<file path="src/rtl/irq_pkg.sv">
package irq_pkg;
  localparam int unsigned IRQ_SRC_DEF = 3;

  typedef enum int unsigned {
    SRC_PERIODIC = 0,
    SRC_ALARM    = 1,
    SRC_UPDATE   = 2
  } irq_src_e;
endpackage

</file>
<file path="src/rtl/irq_flag_reg.sv">
module irq_flag_reg #(
  parameter int unsigned NUM_SRC = irq_pkg::IRQ_SRC_DEF
) (
  input  logic               clk_i,
  input  logic               rst_ni,
  input  logic               ext_rst_i,
  input  logic [NUM_SRC-1:0] set_i,
  input  logic               rd_stb_i,
  output logic [NUM_SRC-1:0] flag_o
);
  logic [NUM_SRC-1:0] flag_q;

  for (genvar g = 0; g < NUM_SRC; g++) begin : g_flag
    always_ff @(posedge clk_i or negedge rst_ni) begin
      if (!rst_ni)        flag_q[g] <= 1'b0;
      else if (ext_rst_i) flag_q[g] <= 1'b0;
      else                flag_q[g] <= (flag_q[g] & ~rd_stb_i) | set_i[g];  // set beats clear
    end
  end

  assign flag_o = flag_q;

  p_set_kept_r5: assert property (@(posedge clk_i) disable iff (!rst_ni)
    !ext_rst_i |=> ((flag_q & $past(set_i)) == $past(set_i)));
  p_sticky_r2: assert property (@(posedge clk_i) disable iff (!rst_ni)
    (!ext_rst_i && !rd_stb_i) |=> ((flag_q & $past(flag_q)) == $past(flag_q)));
  p_rd_clear_r4: assert property (@(posedge clk_i) disable iff (!rst_ni)
    (rd_stb_i && set_i == '0) |=> (flag_q == '0));
  p_ext_flag_r6: assert property (@(posedge clk_i) disable iff (!rst_ni)
    ext_rst_i |=> (flag_q == '0));
endmodule

</file>
<file path="src/rtl/irq_en_reg.sv">
module irq_en_reg #(
  parameter int unsigned NUM_SRC = irq_pkg::IRQ_SRC_DEF
) (
  input  logic               clk_i,
  input  logic               rst_ni,
  input  logic               ext_rst_i,
  input  logic               we_i,
  input  logic [NUM_SRC-1:0] wdata_i,
  output logic [NUM_SRC-1:0] en_o
);
  logic [NUM_SRC-1:0] en_q;

  always_ff @(posedge clk_i or negedge rst_ni) begin
    if (!rst_ni)        en_q <= '0;
    else if (ext_rst_i) en_q <= '0;
    else if (we_i)      en_q <= wdata_i;
  end

  assign en_o = en_q;

  p_ext_en_r6: assert property (@(posedge clk_i) disable iff (!rst_ni)
    ext_rst_i |=> (en_q == '0));
  p_wr_load_r7: assert property (@(posedge clk_i) disable iff (!rst_ni)
    (we_i && !ext_rst_i) |=> (en_q == $past(wdata_i)));
endmodule

</file>
<file path="src/rtl/irq_combine.sv">
module irq_combine #(
  parameter int unsigned NUM_SRC = irq_pkg::IRQ_SRC_DEF,
  localparam int unsigned STAT_W = NUM_SRC + 1
) (
  input  logic [NUM_SRC-1:0] flag_i,
  input  logic [NUM_SRC-1:0] en_i,
  output logic [STAT_W-1:0]  stat_o,
  output logic               req_o
);
  logic [NUM_SRC-1:0] act;

  always_comb begin
    act    = flag_i & en_i;
    req_o  = |act;
    stat_o = {req_o, flag_i};
  end
endmodule

</file>
<file path="src/rtl/irq_req_ctrl.sv">
module irq_req_ctrl #(
  parameter int unsigned NUM_SRC = irq_pkg::IRQ_SRC_DEF,
  localparam int unsigned STAT_W = NUM_SRC + 1
) (
  input  logic               clk_i,
  input  logic               rst_ni,
  input  logic               ext_rst_i,
  input  logic [NUM_SRC-1:0] set_i,
  input  logic               en_we_i,
  input  logic [NUM_SRC-1:0] en_wdata_i,
  input  logic               rd_stb_i,
  output logic [STAT_W-1:0]  stat_o,
  output logic [NUM_SRC-1:0] en_o,
  output logic               irq_oe_o
);
  logic [NUM_SRC-1:0] flag;
  logic [NUM_SRC-1:0] en;

  irq_flag_reg #(.NUM_SRC(NUM_SRC)) u_flag (
    .clk_i    (clk_i),
    .rst_ni   (rst_ni),
    .ext_rst_i(ext_rst_i),
    .set_i    (set_i),
    .rd_stb_i (rd_stb_i),
    .flag_o   (flag)
  );

  irq_en_reg #(.NUM_SRC(NUM_SRC)) u_en (
    .clk_i    (clk_i),
    .rst_ni   (rst_ni),
    .ext_rst_i(ext_rst_i),
    .we_i     (en_we_i),
    .wdata_i  (en_wdata_i),
    .en_o     (en)
  );

  irq_combine #(.NUM_SRC(NUM_SRC)) u_comb (
    .flag_i(flag),
    .en_i  (en),
    .stat_o(stat_o),
    .req_o (irq_oe_o)
  );

  assign en_o = en;

  p_idle_hiz_r8: assert property (@(posedge clk_i) disable iff (!rst_ni)
    ((flag & en) == '0) |-> !irq_oe_o);
  p_en_assert_r7: assert property (@(posedge clk_i) disable iff (!rst_ni)
    (en_we_i && !ext_rst_i && !rd_stb_i && ((flag & en_wdata_i) != '0)) |=> irq_oe_o);
  p_en_release_r7: assert property (@(posedge clk_i) disable iff (!rst_ni)
    (en_we_i && en_wdata_i == '0) |=> !irq_oe_o);
  p_sum_bit_r3: assert property (@(posedge clk_i) disable iff (!rst_ni)
    stat_o[NUM_SRC] == irq_oe_o);
endmodule

</file>
<file path="config.mk">
export PLATFORM = sky130hd
export DESIGN_NAME = irq_req_ctrl
export DESIGN_NICKNAME = d
export VERILOG_FILES = /design/src/rtl/irq_pkg.sv /design/src/rtl/irq_flag_reg.sv /design/src/rtl/irq_en_reg.sv /design/src/rtl/irq_combine.sv /design/src/rtl/irq_req_ctrl.sv
export SDC_FILE = /design/constraint.sdc
export NUM_CORES = 1
export LEC_CHECK = 0
export ABC_AREA = 1
export BUFFER_PORTS_ARGS = -buffer_cell sky130_fd_sc_hd__clkbuf_2
export CORE_AREA = 2 2 39 41
export DETAILED_ROUTE_END_ITERATION = 16
export DIE_AREA = 0 0 41 43
export GPL_TIMING_DRIVEN = 0
export PLACE_DENSITY = 0.53
export SLEW_MARGIN = 20
export SYNTH_ARGS = -nofsm -noshare
export SYNTH_HDL_FRONTEND = slang
export SYNTH_HIERARCHICAL = 1
export SYNTH_SLANG_ARGS = --single-unit
export TNS_END_PERCENT = 20
</file>
<file path="constraint.sdc">
create_clock -name clk_i -period 0.95 [get_ports clk_i]
set_input_delay 0.1425 -clock clk_i [delete_from_list [all_inputs] [get_ports clk_i]]
set_output_delay 0.1425 -clock clk_i [all_outputs]
set_load 0.005 [all_outputs]
</file>
Word level (Yosys, flattened, before mapping)

Index checks and enable logic that the tools add are counted.

Add/sub/neg operators: 0
Multiply operators: 0
Divide/modulo/power cells: 0
Magnitude comparators: 0
Eq/ne operators: 0
Shifts and indexed selects: 0
Muxes and demuxes: 5
Bitwise gates (word level): 8
Reductions and logical operators: 2

Operators by type and width:

| kind               | count |
|---|---|
| 2-to-1 mux 3 bit   | 2 |
| AND 1 bit          | 3 |
| AND 3 bit          | 1 |
| 2-to-1 mux 1 bit   | 3 |
| bitwise OR 1 bit   | 3 |
| OR reduction 3 bit | 1 |
| nonzero test 2 bit | 1 |
| inverter 1 bit     | 1 |

Register bits: 6
Latch bits: 0
Memory bits (writable): 0
Memory bits (read-only): 0
Bits of input ports: 11
Output and inout bits: 8
Logic and storage cells: 19
Memories: 0

Logic depth before layout (Yosys ltp)

Gate-level depths: netlist (run 1).

Depth after elaboration: 4
Mapped depth: 3
Mapped depth without buffers: 3

Hierarchy

The synthesis (run 1) kept the hierarchy.

Modules (own cells, without submodules):

| module       | times used | cells each | area an instance (µm²) | sequential area each (µm²) |
|---|---|---|---|---|
| irq_en_reg   | 1          | 14         | 122.6                  | 75.1 |
| irq_flag_reg | 1          | 13         | 116.4                  | 75.1 |
| irq_combine  | 1          | 8          | 46.3                   | 0.0 |

Worst setup path after synthesis (run 1)

No wires, ideal clock.

Kind: register to output
From: reg u_en.en_q[0], in the netlist u_en/en_o[0]
To: out stat_o[3]
Arrival time: 687 ps
Required time: 808 ps
Slack: 120 ps
Stages on the path, launching flop included: 4
Buffers on the path: 1
Cell sequence: dfrtp_1 > nand2_1 > nand3_1 > buf_4

Cells in the longest elaborated chain, start to end: 2

RTL lines:

| item                   | line               | text |
|---|---|---|
| start, declared        | irq_en_reg.sv:11   | `logic [NUM_SRC-1:0] en_q;` |
| start signal, assigned | irq_en_reg.sv:16   | `else if (we_i) en_q <= wdata_i;` |
| AND 3 bit              | irq_combine.sv:13  | `act = flag_i & en_i;` |
| OR reduction 3 bit     | irq_combine.sv:14  | `req_o = \|act;` |
| end, declared          | irq_req_ctrl.sv:12 | `output logic [STAT_W-1:0] stat_o,` |

No other way between the ends.

Worst setup path after layout (run 1)

From: reg u_en.en_q[2], in the netlist u_en/en_o[2]
To: out stat_o[3]

Same word-level chain as after synthesis.

==> metrics.txt, run 1 <==
slack of the critical path=-201 ps; Psw=145 uW; Critical Path Fanout Max=2; crit start category=flip-flop; min cycle time layout=~1200 ps; clock power share=between 30% and 40%; Switching Fraction=a little under a quarter; flop2flop setup slack=about 220 ps; Slew Viols, Final=0; max_cap viols=0; Reg power frac=a little over two fifths; Die W=around 41 um; final setup fails=8; area share of the largest cell type after synthesis=a little over half; Post-synth EDFFs=0; crit path max-delay cell type=dfrtp_1; Remaining DRCs=0; CP arrival=between 1000 and 1500 ps; P_int=494 uW; hold slack=~120 ps; register bit total from synthesis=6; Max stage delay on crit path=approximately 370 ps; CP delay by family, top=flip-flops; slew margin rel.=about nine tenths; core area=around 1400 um^2; Most used DFF post-synth=dfrtp_1; Final Power=between 600 and 700 uW; antenna diode count=0; DP Worst Slack=~19 ps; vias in the first global route=roughly 290; Cell Chain, Critical Path=nand2_1 -> nand3_2 -> buf_6 -> buf_6; crit end category=output port; Worst-path clk slew=~40 ps; Worst-Margin Slew=roughly 150 ps; GPL Wtd Cong=0.680; IO Pins=19; most common cell in the netlist=nand2_1; Longest Clk Path Bufs=2; detailed placer's ending HPWL=494 um; Wirelength per Cell=8.08 um; fin crit share=121%; CP bufs+invs=2; Worst VDD drop=roughly 530 uV; total track usage=9.51%; Vias=302; Post-Route WL=~640 um; asr flop ratio synth=100%; largest net degree at the start of global routing=7; Top cell by count, worst path=buf_6; CTS H-Tree Depth=1; RSZ-0062 raised after global routing=true; HP Class=input pin to flip-flop; first-pass GRT wire length=~1100 um; Max Clock Freq=869 MHz; initial DRC count=1; pwr dens=roughly 1300 nW/um^2; post-synthesis sequential area ratio=between 50 and 60%; top cells by area, synth=dfrtp_1, nand2_1, buf_4; Synthesized Nets=46; number of vias per cell=between 3 and 4; Final Skew=0 ps; final core utilization=a little over a third; Yosys cell types=8; Die Span Y=about 43 um; Post-Syn Area=roughly 290 um^2; syn avg cell area=between 8 and 9 um^2; proportion of power drawn by combinational gates=between 20 and 25%; critical path required time=~810 ps; Worst-Skew Late Latency=~240 ps; Nets=76; clk root buf=clkbuf_4; area leader, netlist=dfrtp_1; # rows=14; critical path type=flip-flop to output port; failing checks=setup timing; post-route ant nets=0; Starting Density=slightly above 20%; initial antenna violation count=0; share of cells above drive strength 1=a little under three fifths; Pre-Repair DR Iteration Count=2; status=finished, violations left; CTS buffer count=3; total grt overflow=0; top cells by instance count after synthesis=nand2_1, dfrtp_1, buf_4, inv_1, nand3_1; CTS sink cnt=6; Cells after Synth=35; CTS tree=built; Area Overhead vs Synth=73.2%; die area=between 1500 and 2000 um^2; Yosys warning count=6; Leak Pwr=0.000303 uW; Final Hold Vio Count=0; Port Buffers=18
==> layout by cell type, fill, tap and decap left out, types with 3 or more instances in the layout <==
cell,Yosys,final
clkbuf_2,0,17
clkbuf_4,0,3
dfrtp_1,6,6
a21oi_1,3,3
nand2_1,12,11
inv_1,4,4
nand3_1,4,3
buf_6,0,3
buf_4,4,8
==> metrics by stage <==
stage          TNS (ps)  area (um^2)  instances
5_1_grt           -1230          494         79
3_5_place_dp          0          395         69
2_1_floorplan         0          285         35
3_3_place_gp          0          395         69
4_1_cts            -920          485         79
6_report           -870          494         79
==> final timing paths <==
path,from,end,depth (start not counted)
setup / recovery,u_en/en_o[2],stat_o[3],4
hold / removal,set_i[2],u_flag/flag_o[2],3
setup reg to reg,u_flag/flag_o[0],u_flag/flag_o[0],3
hold reg to reg,u_en/en_o[2],u_en/en_o[2],3
max in group asynchronous,rst_ni,u_flag/flag_o[0],2
min in group asynchronous,rst_ni,u_en/en_o[2],2
==> power groups by stage <==
stage	Combinational (uW)	Clock (uW)	Sequential [uW]
after floorplan	41.2	0	286
after global placement	94.1	0	288
after detailed placement	95.0	0	288
after CTS	130	241	279
after global routing	151	256	282
final	132	227	280
==> cell type report <==
type | count | area (um^2)
flip-flops and latches | 6 | 150
fillers | 151 | 890
well taps | 16 | 20.0
plain buffers | 4 | 33.8
repair buffers | 25 | 155
inverters | 5 | 18.8
multi-input cells | 20 | 93.8
clock buffers | 3 | 22.5
==> sequential cells by signal (all words and copies together) (netlist names) <==
signal and count:
u_en/en_o 3, u_flag/flag_o 3
==> routing by layer <==
metal	up-vias	GRT usage (%)	share of wire, %
li1	163	-	-
met5	-	0	0
met1	128	11.2	42
met2	11	13.1	51
met4	0	8.00	0
met3	0	3.14	7.1
==> worst min-delay path: cells and delay by family <==
kind                   cells  cell delay (ps)
buffers and inverters      2              120
AOI/OAI and AO/OA          1               50
==> cells by family after synthesis <==
family          count (synthesis)  synth area share, %
flops                           6                 52.6
compound gates                  3                 5.26
buf+inv                         9                 17.1
simple gates                   17                 25.0
==> timing repair <==
item,in CTS,in global routing
hold buffers,1,0
endpoints found under the setup margin,5,8
gates resized for setup,3,2
setup buffers,6,0
hold endpoints to repair,6,0
pin swaps,3,0
Power figures use the tool's default switching activity.
==> run 2, diff against run 1 <==
==> constraint.sdc (replaced) <==
create_clock -name clk_i -period 1.5 [get_ports clk_i]
set_input_delay 0.225 -clock clk_i [delete_from_list [all_inputs] [get_ports clk_i]]
set_output_delay 0.225 -clock clk_i [all_outputs]
set_load 0.005 [all_outputs]
==> metrics.txt, run 2 (synthesized netlist as in run 1, its figures left out) <==
total grt overflow=0 (unchanged); vias in the first global route=262 (-9.0%); RSZ-0062 raised after global routing=false; cell area after layout=428 um^2 (-13%); CP arrival=1020 ps (about the same); Max Clock Freq=about 800 MHz; antenna diode count=0 (unchanged); post-route ant nets=0 (unchanged); Worst-path clk slew=40 ps (about the same); Vias=272 (-9.9%); crit end category=output port; core area=1380 um^2 (unchanged); status=complete, no violations; die area=1760 um^2 (unchanged); largest net degree at the start of global routing=7 (unchanged); Slew Viols, Final=0 (unchanged); most common cell after layout, fill and taps aside=clkbuf_2; initial DRC count=1 (unchanged); clk root buf=clkbuf_4; CTS tree=built; IO Pins=19 (unchanged); min cycle time layout=around 1200 ps; slew margin rel.=89.9% (+0.16 points); final setup TNS=0 ps (+870 ps); total track usage=8.81% (-0.71 points); Wirelength per Cell=7.81 um (-3.3%); HP Class=input pin to flip-flop; Longest Clk Path Bufs=2 (unchanged); CTS buffer count=3 (unchanged); # rows=14 (unchanged); pwr dens=897 nW/um^2 (-31%); Nets=70 (-7.9%); Worst VDD drop=314 uV (-40%); Post-DP Area=395 um^2 (unchanged); Post-CTS Setup Bufs=0 (-6); crit start category=flip-flop; max_cap viols=0 (unchanged); post-cts resize count=0 (-3); first-pass GRT wire length=993 um (-7.7%); critical path required time=1270 ps (+460 ps); Final Skew=0 ps (unchanged); Worst-Skew Late Latency=240 ps (about the same); final setup fails=0 (-8); Area Overhead vs Synth=50.0%; Die W=41 um (unchanged); Port Buffers=18 (unchanged); met2 Track Usage GR=11.6% (-1.6 points); Worst-Margin Slew=152 ps (-2.34 ps); commonest cells after routing, fill and taps aside=clkbuf_2, nand2_1, dfrtp_1; detailed placer's ending HPWL=494 um (unchanged); share of cells above drive strength 1=47.4% (-8.2 points); Post-Route WL=570 um (-11%); CTS H-Tree Depth=1 (unchanged); GPL Wtd Cong=0.680 (unchanged); Leak Pwr=0.000262 uW (-14%); fin crit share=between 80% and 90%; number of vias per cell=3.73 (-2.5%); Final Hold Vio Count=0 (unchanged); Critical Path Fanout Max=3 (+1); CTS sink cnt=6 (unchanged); final core utilization=30.9% (-4.8 points); Pre-Repair DR Iteration Count=2 (unchanged); Top Usage Layer GRT=met2; critical path type=flip-flop to output port; M3 GR Usage=3.14% (unchanged); Die Span Y=43 um (unchanged); grt met1 use=10.6% (-0.66 points); Starting Density=20.6% (unchanged); initial antenna violation count=0 (unchanged); Remaining DRCs=0 (unchanged)
==> run 2: changes by cell type in the layout (fill, tap and decap cells not counted), sizes merged <==
cell,before,now
buf,11,4
clkbuf,20,21
==> run 2: cell type report <==
cell class | count | area (um^2)
multi-input cells | 20 | 86.3
flip-flops and latches | 6 | 150
plain buffers | 4 | 30.0
clock buffers | 3 | 22.5
well taps | 16 | 20.0
repair buffers | 19 | 100
fillers | 152 | 956
inverters | 5 | 18.8
==> run 2: critical path, cell delays in order, from the launching register on <==
cell,delay [ps]
dfrtp_1,390
nand2_1,70
nand3_1,90
buf_4,140
clkbuf_2,100
==> run 2: per-layer routing <==
metal	up-vias	routed length [um]
li1	151	-
met1	110	248
met2	11	272
met3	0	49
met4	0	0
met5	-	0
==> run 2: repair_timing <==
item	4_1_cts	5_1_grt
hold endpoints to repair	6	0
hold buffers	1	0
setup endpoints to repair	0	0
==> run 2: final timing paths <==
| check | to | startpoint | cells after the start | slack (ps) |
|---|---|---|---|---|
| setup / recovery | stat_o[3] | u_en/en_o[0] | 4 | 250 |
| hold / removal | u_flag/flag_o[2] | set_i[2] | 3 | 200 |
| setup reg to reg | u_flag/flag_o[0] | u_flag/flag_o[0] | 2 | 870 |
| hold reg to reg | u_en/en_o[2] | u_en/en_o[2] | 2 | 510 |
| max in group asynchronous | u_flag/flag_o[2] | rst_ni | 2 | 1010 |
| min in group asynchronous | u_en/en_o[2] | rst_ni | 2 | 340 |
==> run 2: stage by stage <==
| stage | hold slack, ps | cells | power [uW] | setup WS (ps) |
|---|---|---|---|---|
| after detailed placement | 59.8 | 69 | 242 | 487 |
| after global placement | 60.2 | 69 | 242 | 492 |
| after global routing | 206 | 73 | 414 | 156 |
| after floorplan | -70.6 | 35 | 207 | 588 |
| final | 201 | 73 | 384 | 252 |
| after CTS | 196 | 73 | 395 | 223 |
==> run 2: report_power, final <==
part | internal (uW) | switching [uW] | total (uW) | leakage (uW)
sequential | 172 | 7.52 | 180 | 0.0000781
combinational | 34.5 | 26.0 | 60.5 | 0.000170
clock | 90.2 | 53.6 | 144 | 0.0000138
